`src/rtl/bootsel_pkg.sv`:
```
package bootsel_pkg;
  typedef enum logic [1:0] {
    SRC_NONE  = 2'd0,
    SRC_USER  = 2'd1,
    SRC_ROM   = 2'd2,
    SRC_UBOOT = 2'd3
  } bootSrc_e;

  typedef enum logic [1:0] {
    ST_SAMPLE = 2'd0,
    ST_DECIDE = 2'd1,
    ST_RUN    = 2'd2
  } seqState_e;

  // strobes from the sequencer to the datapath
  typedef struct packed {
    logic capture;
    logic commit;
    logic sfrOpen;
  } ctrlStb_t;
endpackage

```
`src/rtl/bootsel_ctrl.sv`:
```
module bootsel_ctrl
  import bootsel_pkg::*;
(
  input  logic     clk,
  input  logic     rstN,
  output ctrlStb_t stb,
  output logic     bootValid
);
  seqState_e state, stateNext;

  always_comb begin
    stateNext = state;
    case (state)
      ST_SAMPLE: stateNext = ST_DECIDE;
      ST_DECIDE: stateNext = ST_RUN;
      ST_RUN:    stateNext = ST_RUN;
      default:   stateNext = ST_SAMPLE;
    endcase
  end

  always_ff @(posedge clk or negedge rstN) begin
    if (!rstN) state <= ST_SAMPLE;
    else       state <= stateNext;
  end

  always_comb begin
    stb.capture = (state == ST_SAMPLE);
    stb.commit  = (state == ST_DECIDE);
    stb.sfrOpen = (state == ST_RUN);
    bootValid   = (state == ST_RUN);
  end
endmodule

```
`src/rtl/bootsel_dp.sv`:
```
module bootsel_dp
  import bootsel_pkg::*;
#(
  parameter int ADDR_W   = 16,
  parameter int OVL_W    = 11,
  parameter int CFG_W    = 8,
  parameter int SFR_AW   = 8,
  parameter logic [SFR_AW-1:0] SFR_ADDR = 8'hA2,
  parameter int OVL_BIT  = 5,
  parameter logic [CFG_W-1:0] ROM_VEC = 8'hFC
) (
  input  logic              clk,
  input  logic              rstN,
  input  ctrlStb_t          stb,
  input  logic              strapPsenN,
  input  logic              strapEa,
  input  logic              strapAle,
  input  logic              fuseJump,
  input  logic [CFG_W-1:0]  bootStatus,
  input  logic [CFG_W-1:0]  swVector,
  input  logic              sfrWrEn,
  input  logic [SFR_AW-1:0] sfrAddr,
  input  logic [CFG_W-1:0]  sfrWrData,
  input  logic [ADDR_W-1:0] fetchAddr,
  output logic [ADDR_W-1:0] bootPc,
  output logic [1:0]        bootSrc,
  output logic              overlayOn,
  output logic              romSel,
  output logic              flashSel,
  output logic [OVL_W-1:0]  romAddr,
  output logic [ADDR_W-1:0] flashAddr
);
  localparam int HI_W   = ADDR_W - OVL_W;
  localparam int VEC_SH = ADDR_W - CFG_W;
  localparam logic [ADDR_W-1:0] ROM_BASE = {{HI_W{1'b1}}, {OVL_W{1'b0}}};
  localparam logic [CFG_W-1:0]  OVL_MASK = CFG_W'(1) << OVL_BIT;

  // configuration captured on reset release
  logic             hwReqQ, fuseQ;
  logic [CFG_W-1:0] statusQ, vecQ;

  always_ff @(posedge clk or negedge rstN) begin
    if (!rstN) begin
      hwReqQ  <= 1'b0;
      fuseQ   <= 1'b0;
      statusQ <= '0;
      vecQ    <= '0;
    end else if (stb.capture) begin
      hwReqQ  <= !strapPsenN && strapEa && strapAle;
      fuseQ   <= fuseJump;
      statusQ <= bootStatus;
      vecQ    <= swVector;
    end
  end

  // prioritised start decision
  bootSrc_e          tgtSrc;
  logic [ADDR_W-1:0] tgtPc;

  always_comb begin
    if (hwReqQ)                 tgtSrc = SRC_ROM;
    else if (fuseQ)             tgtSrc = SRC_USER;
    else if (statusQ == '0)     tgtSrc = SRC_USER;
    else if (vecQ == ROM_VEC)   tgtSrc = SRC_ROM;
    else                        tgtSrc = SRC_UBOOT;
    case (tgtSrc)
      SRC_ROM:   tgtPc = ROM_BASE;
      SRC_UBOOT: tgtPc = {vecQ, {VEC_SH{1'b0}}};
      default:   tgtPc = '0;
    endcase
  end

  logic sfrHit, sfrBit;
  assign sfrHit = stb.sfrOpen && sfrWrEn && (sfrAddr == SFR_ADDR);
  assign sfrBit = |(sfrWrData & OVL_MASK);

  always_ff @(posedge clk or negedge rstN) begin
    if (!rstN) begin
      bootPc    <= '0;
      bootSrc   <= SRC_NONE;
      overlayOn <= 1'b0;
    end else begin
      if (stb.commit) begin
        bootPc    <= tgtPc;
        bootSrc   <= tgtSrc;
        overlayOn <= (tgtSrc == SRC_ROM);
      end else if (sfrHit) begin
        overlayOn <= sfrBit;
      end
    end
  end

  // fetch steering into the overlay window
  logic inWindow;
  assign inWindow  = (fetchAddr[ADDR_W-1:OVL_W] == {HI_W{1'b1}});
  assign romSel    = overlayOn && inWindow;
  assign flashSel  = !romSel;
  assign romAddr   = fetchAddr[OVL_W-1:0];
  assign flashAddr = fetchAddr;
endmodule

```
`src/rtl/bootsel_top.sv`:
```
module bootsel_top
  import bootsel_pkg::*;
#(
  parameter int ADDR_W   = 16,
  parameter int OVL_W    = 11,
  parameter int CFG_W    = 8,
  parameter int SFR_AW   = 8,
  parameter logic [SFR_AW-1:0] SFR_ADDR = 8'hA2,
  parameter int OVL_BIT  = 5,
  parameter logic [CFG_W-1:0] ROM_VEC = 8'hFC
) (
  input  logic              clk,
  input  logic              rstN,
  input  logic              strapPsenN,
  input  logic              strapEa,
  input  logic              strapAle,
  input  logic              fuseJump,
  input  logic [CFG_W-1:0]  bootStatus,
  input  logic [CFG_W-1:0]  swVector,
  input  logic              sfrWrEn,
  input  logic [SFR_AW-1:0] sfrAddr,
  input  logic [CFG_W-1:0]  sfrWrData,
  input  logic [ADDR_W-1:0] fetchAddr,
  output logic              bootValid,
  output logic [ADDR_W-1:0] bootPc,
  output logic [1:0]        bootSrc,
  output logic              overlayOn,
  output logic              romSel,
  output logic              flashSel,
  output logic [OVL_W-1:0]  romAddr,
  output logic [ADDR_W-1:0] flashAddr
);
  ctrlStb_t stb;

  bootsel_ctrl uCtrl (
    .clk       (clk),
    .rstN      (rstN),
    .stb       (stb),
    .bootValid (bootValid)
  );

  bootsel_dp #(
    .ADDR_W  (ADDR_W),
    .OVL_W   (OVL_W),
    .CFG_W   (CFG_W),
    .SFR_AW  (SFR_AW),
    .SFR_ADDR(SFR_ADDR),
    .OVL_BIT (OVL_BIT),
    .ROM_VEC (ROM_VEC)
  ) uDp (
    .clk        (clk),
    .rstN       (rstN),
    .stb        (stb),
    .strapPsenN (strapPsenN),
    .strapEa    (strapEa),
    .strapAle   (strapAle),
    .fuseJump   (fuseJump),
    .bootStatus (bootStatus),
    .swVector   (swVector),
    .sfrWrEn    (sfrWrEn),
    .sfrAddr    (sfrAddr),
    .sfrWrData  (sfrWrData),
    .fetchAddr  (fetchAddr),
    .bootPc     (bootPc),
    .bootSrc    (bootSrc),
    .overlayOn  (overlayOn),
    .romSel     (romSel),
    .flashSel   (flashSel),
    .romAddr    (romAddr),
    .flashAddr  (flashAddr)
  );
endmodule

```
`config.mk`:
```
export PLATFORM = sky130hd
export DESIGN_NAME = bootsel_top
export DESIGN_NICKNAME = d
export VERILOG_FILES = /design/src/rtl/bootsel_pkg.sv /design/src/rtl/bootsel_ctrl.sv /design/src/rtl/bootsel_dp.sv /design/src/rtl/bootsel_top.sv
export SDC_FILE = /design/constraint.sdc
export NUM_CORES = 1
export LEC_CHECK = 0
export BUFFER_PORTS_ARGS = -buffer_cell sky130_fd_sc_hd__buf_4
export CORE_ASPECT_RATIO = 0.8
export CORE_UTILIZATION = 24
export DETAILED_ROUTE_END_ITERATION = 16
export PLACE_DENSITY = 0.57
export REMOVE_ABC_BUFFERS = 1
export SLEW_MARGIN = 10
export SYNTH_ARGS = -nofsm -noshare
export SYNTH_HDL_FRONTEND = slang
export SYNTH_SLANG_ARGS = --single-unit
```
`constraint.sdc`:
```
create_clock -name clk -period 2.54 [get_ports clk]
set_clock_uncertainty 0.15 [all_clocks]
set_input_delay 0.508 -clock clk [delete_from_list [all_inputs] [get_ports clk]]
set_output_delay 0.508 -clock clk [all_outputs]
set_load 0.005 [all_outputs]
```
### Word-level counts from Yosys, hierarchy flattened

Index checks and enable logic that the tools add are counted.

* equality and inequality tests: 7
* multiplexer cells: 8
* reduce and logical (&&, ||, !) cells: 11

Operators with widths (number)
* 16-bit one-hot mux with 2 select lines: 1
* 8-bit == test, second input constant: 2
* 8-bit zero test: 1
* 2-bit == test, second input constant: 3
* 2-bit 2-to-1 mux: 3
* 5-bit == test, second input constant: 1
* 1-bit logical AND: 5
* 2-bit one-hot mux with 2 select lines: 1
* 1-bit 2-to-1 mux: 3
* 2-bit by 1-bit == test with 1-bit output, second input constant: 1
* 1-bit zero test: 2
* 2-bit zero test: 1
* 2-bit nonzero test: 1
* 2-bit OR reduction: 1

* bits in registers: 39
* input bits: 55
* output and inout port bits: 49
* word-level logic and storage cells: 34

### Longest topological paths before layout

* word-level depth: 7
* depth in mapped cells: 6
* depth with buffers taken out: 6

### Cells and area by module

A second synthesis with hierarchy kept.

* cell total of the unflattened synthesis: 150
* area total of the unflattened synthesis: 1671.6 sq um

Modules (own cells, without submodules)
* bootsel_dp: instances 1, cells an instance 141, area an instance 1561.5 sq um, sequential area each 725.7 sq um
* bootsel_ctrl: instances 1, cells an instance 9, area an instance 110.1 sq um, sequential area each 50.0 sq um

### Worst setup path after synthesis

No wires, ideal clock.

* path kind: input-to-output
* start: input fetchAddr[12]
* end: output romSel
* data arrival time: 1007 ps
* data required time: 1882 ps
* slack: 875 ps
* stages: 3
* buffers on the path: 0
* cell sequence: nand2_1 > or3_1 > inv_1

* cells in the longest elaborated chain, start to end: 2

RTL lines
* start: declaration: line bootsel_top.sv:23 `input logic [ADDR_W-1:0] fetchAddr,`
* 5-bit == test: line bootsel_dp.sv:95 `assign inWindow = (fetchAddr[ADDR_W-1:OVL_W] == {HI_W{1'b1}});`
* 1-bit logical AND: line bootsel_dp.sv:96 `assign romSel = overlayOn && inWindow;`
* end: declaration: line bootsel_top.sv:28 `output logic romSel,`

No other way between the ends.

### Worst setup path in the final report

* start: register uDp.overlayOn
* end: output romSel

* cells in the longest elaborated chain, start to end: 1

RTL lines
* start: declaration: line bootsel_dp.sv:27 `output logic overlayOn,`
* start signal: assignment: line bootsel_dp.sv:86 `overlayOn <= (tgtSrc == SRC_ROM);`
* start signal: assignment: line bootsel_dp.sv:88 `overlayOn <= sfrBit;`
* 1-bit logical AND: line bootsel_dp.sv:96

No other way between the ends.

==> impl_metrics.tcl <==
set metrics [dict create \
    avgSynthCellArea_um2 11.1 \
    path_cells "nand2_1, or3_1, inv_1, buf_4" \
    synth_area_mm2 0.00159 \
    fill_cells 673 \
    antenna_found_initial 0 \
    grt_pass1_wl_mm 4.77 \
    ctsHoldBuffers 0 \
    hold_viol 0 \
    clock_path_buffers 2 \
    die_x_um 93.0 \
    start_util_pct 24.9 \
    worst-r2r-cell-count 4 \
    synthCells 143 \
    cts.repair.resized 0 \
    wirelength_mm 2.97 \
    rsz0062_at_grt "no" \
    status "complete, no violations" \
    ys.flop_type "dfrtp_1" \
    critPathTopFamily "simple AND/OR/NAND/NOR gates" \
    cts_tree "done" \
    cts_setup_buffers 0 \
    place_congestion 0.703 \
    syn_to_final_growth_pct 24.0 \
    ys.warnings.count 0 \
    fmax_ghz 0.531 \
    crit-reg2reg-launch "uCtrl.state[0]" \
    synth-edff-count 0 \
    ioPinCount 104 \
    rrSetupSlack_ns 0.74 \
    dpl.cell_count 252 \
    overflow 0 \
    clock_latency_ns 0.27 \
    path_class "reg2out" \
    maxCapViolations 0 \
    netlist_top_cells_area "dfrtp_1, buf_4, mux2_2" \
    cp-start-kind "register" \
    fin_crit_sh_pct 74.2 \
    synthArstFlopShare_pct 100 \
    fin_ws_ns 0.656 \
    path_max_fanout 3 \
    wl_per_cell_um 11.4 \
    slowest_delay_ns 0.38 \
    cp.arrival_ns 1.23 \
    core_mm2 0.00638 \
    p_total_mw 1.07 \
    power_density_mw_per_mm2 543 \
    fin_nets 234 \
    drtPass1Iterations 4 \
    finalSetupTns_ns 0 \
    fin_cells 260 \
    drc 0 \
    ant_nets 0 \
    p_leak_nw 0.924 \
    dieArea_mm2 0.00695 \
    ys_ff_latch 31 \
    routed_via_density 4.01 \
    drt_iter0_markers 29 \
    h-tree-depth 2 \
    vias 1042 \
    grt_pass1_vias 991 \
    slew_violations 0 \
    clockRootBuffer "clkbuf_8" \
    required_ns 1.88 \
    numCtsBuffers 5 \
    grt_max_degree 32 \
    hold_class "in2async" \
    rows 26 \
    startpoint "uDp.overlayOn" \
    clkSlewWorstSetupHoldPaths_ns 0.06 \
    synth_seq_area_share_pct 48.8 \
    final_cell_mix "buf_4, dfrtp_1, mux2_2, inv_1" \
    cpMaxStageDelayCell "dfrtp_1" \
    cp-end-kind "primary output" \
    diodes 0 \
    ir_worst_vdd_uv 321 \
    track_usage_pct 9.07 \
    synth_cell_types 27 \
    hpwlAfterDp_mm 2.37 \
    post-route-min-period_ns 1.88 \
    synth_top_area_share_pct 48.8 \
    fp.dieH_um 74.8 \
    cp.depth 4 \
    drive_gt1_share_pct 48.3 \
    final_common_cell "buf_4" \
    clock_sinks 31 \
    hold_ws_ns 0.00385 \
    setup_violations 0 \
    worst-path-buf-inv 2 \
    port_buffers 55 \
    dp_slack_ns 0.697 \
    yosysTopAreaCell "dfrtp_1" \
]
-- worst register-to-register path: stages, from the launching register on --
cell and delay, ns:
dfrtp_1 0.38, inv_1 0.10, ha_1 0.44, buf_4 0.27, mux2_2 0.34
-- Yosys cell counts, types with 2 or more instances --
master and instances:
buf_2 2, buf_4 35, dfrtp_1 31, ha_1 4, inv_1 13, mux2_2 17, nand2_1 7, nand4b_1 2
nor2_1 5, nor4_1 2, o21ai_0 2, o22ai_1 8
-- registers in the layout (all words and copies together), names as in the netlist --
name           flops
uDp.bootSrc        2
uDp.overlayOn      1
uCtrl.state        2
uDp.fuseQ          1
uDp.vecQ           8
uDp.bootPc         8
uDp.statusQ        8
uDp.hwReqQ         1
-- cell type report --
type / instances / area [um^2] / area share (%)
well taps: 84 / 105 / 5.33
inverters: 13 / 48.8 / 2.48
clock buffers: 7 / 96.3 / 4.89
multi-input cells: 67 / 509 / 25.8
clock inverters: 1 / 7.51 / 0.381
repair buffers: 57 / 428 / 21.7
flip-flops and latches: 31 / 776 / 39.4
-- cell families after synthesis --
group                    synth area share [%]
buffers and inverters                    20.8
adder cells (fa/ha/maj)                  3.15
other                                   0.236
AND/OR/NAND/NOR                          7.40
flip-flops                               48.8
multiplexers                             12.7
AO/OA/AOI/OAI                            6.93
-- power by group --
part / total [mW] / leakage (nW) / switching, mW / internal (mW)
logic: 0.115 / 0.503 / 0.0409 / 0.0737
registers: 0.536 / 0.370 / 0.0170 / 0.519
clock network: 0.419 / 0.0505 / 0.173 / 0.246
-- routing by layer --
metal,GRT usage (%),share of wire [%],vias up
met3,5.56,9.4,2
met5,0,0,-
li1,-,-,501
met2,14.0,47,56
met4,3.08,0.27,0
met1,10.5,43,483
-- per-stage QoR --
step	area [um^2]	util, %
after floorplan	1330	-
after global placement	1870	29.3
after detailed placement	1870	29.3
after CTS	1970	30.9
after global routing	1970	30.9
final	1970	30.9
-- path summary, 6_finish.rpt --
path,end
min,uDp.bootPc[14]
max reg2reg,uDp.vecQ[6]
min in group clk,uDp.vecQ[0]
min reg2reg,uDp.bootSrc[0]
max,romSel
max in group asynchronous,uDp.statusQ[5]
No activity file was read; power rests on OpenSTA's default activity.
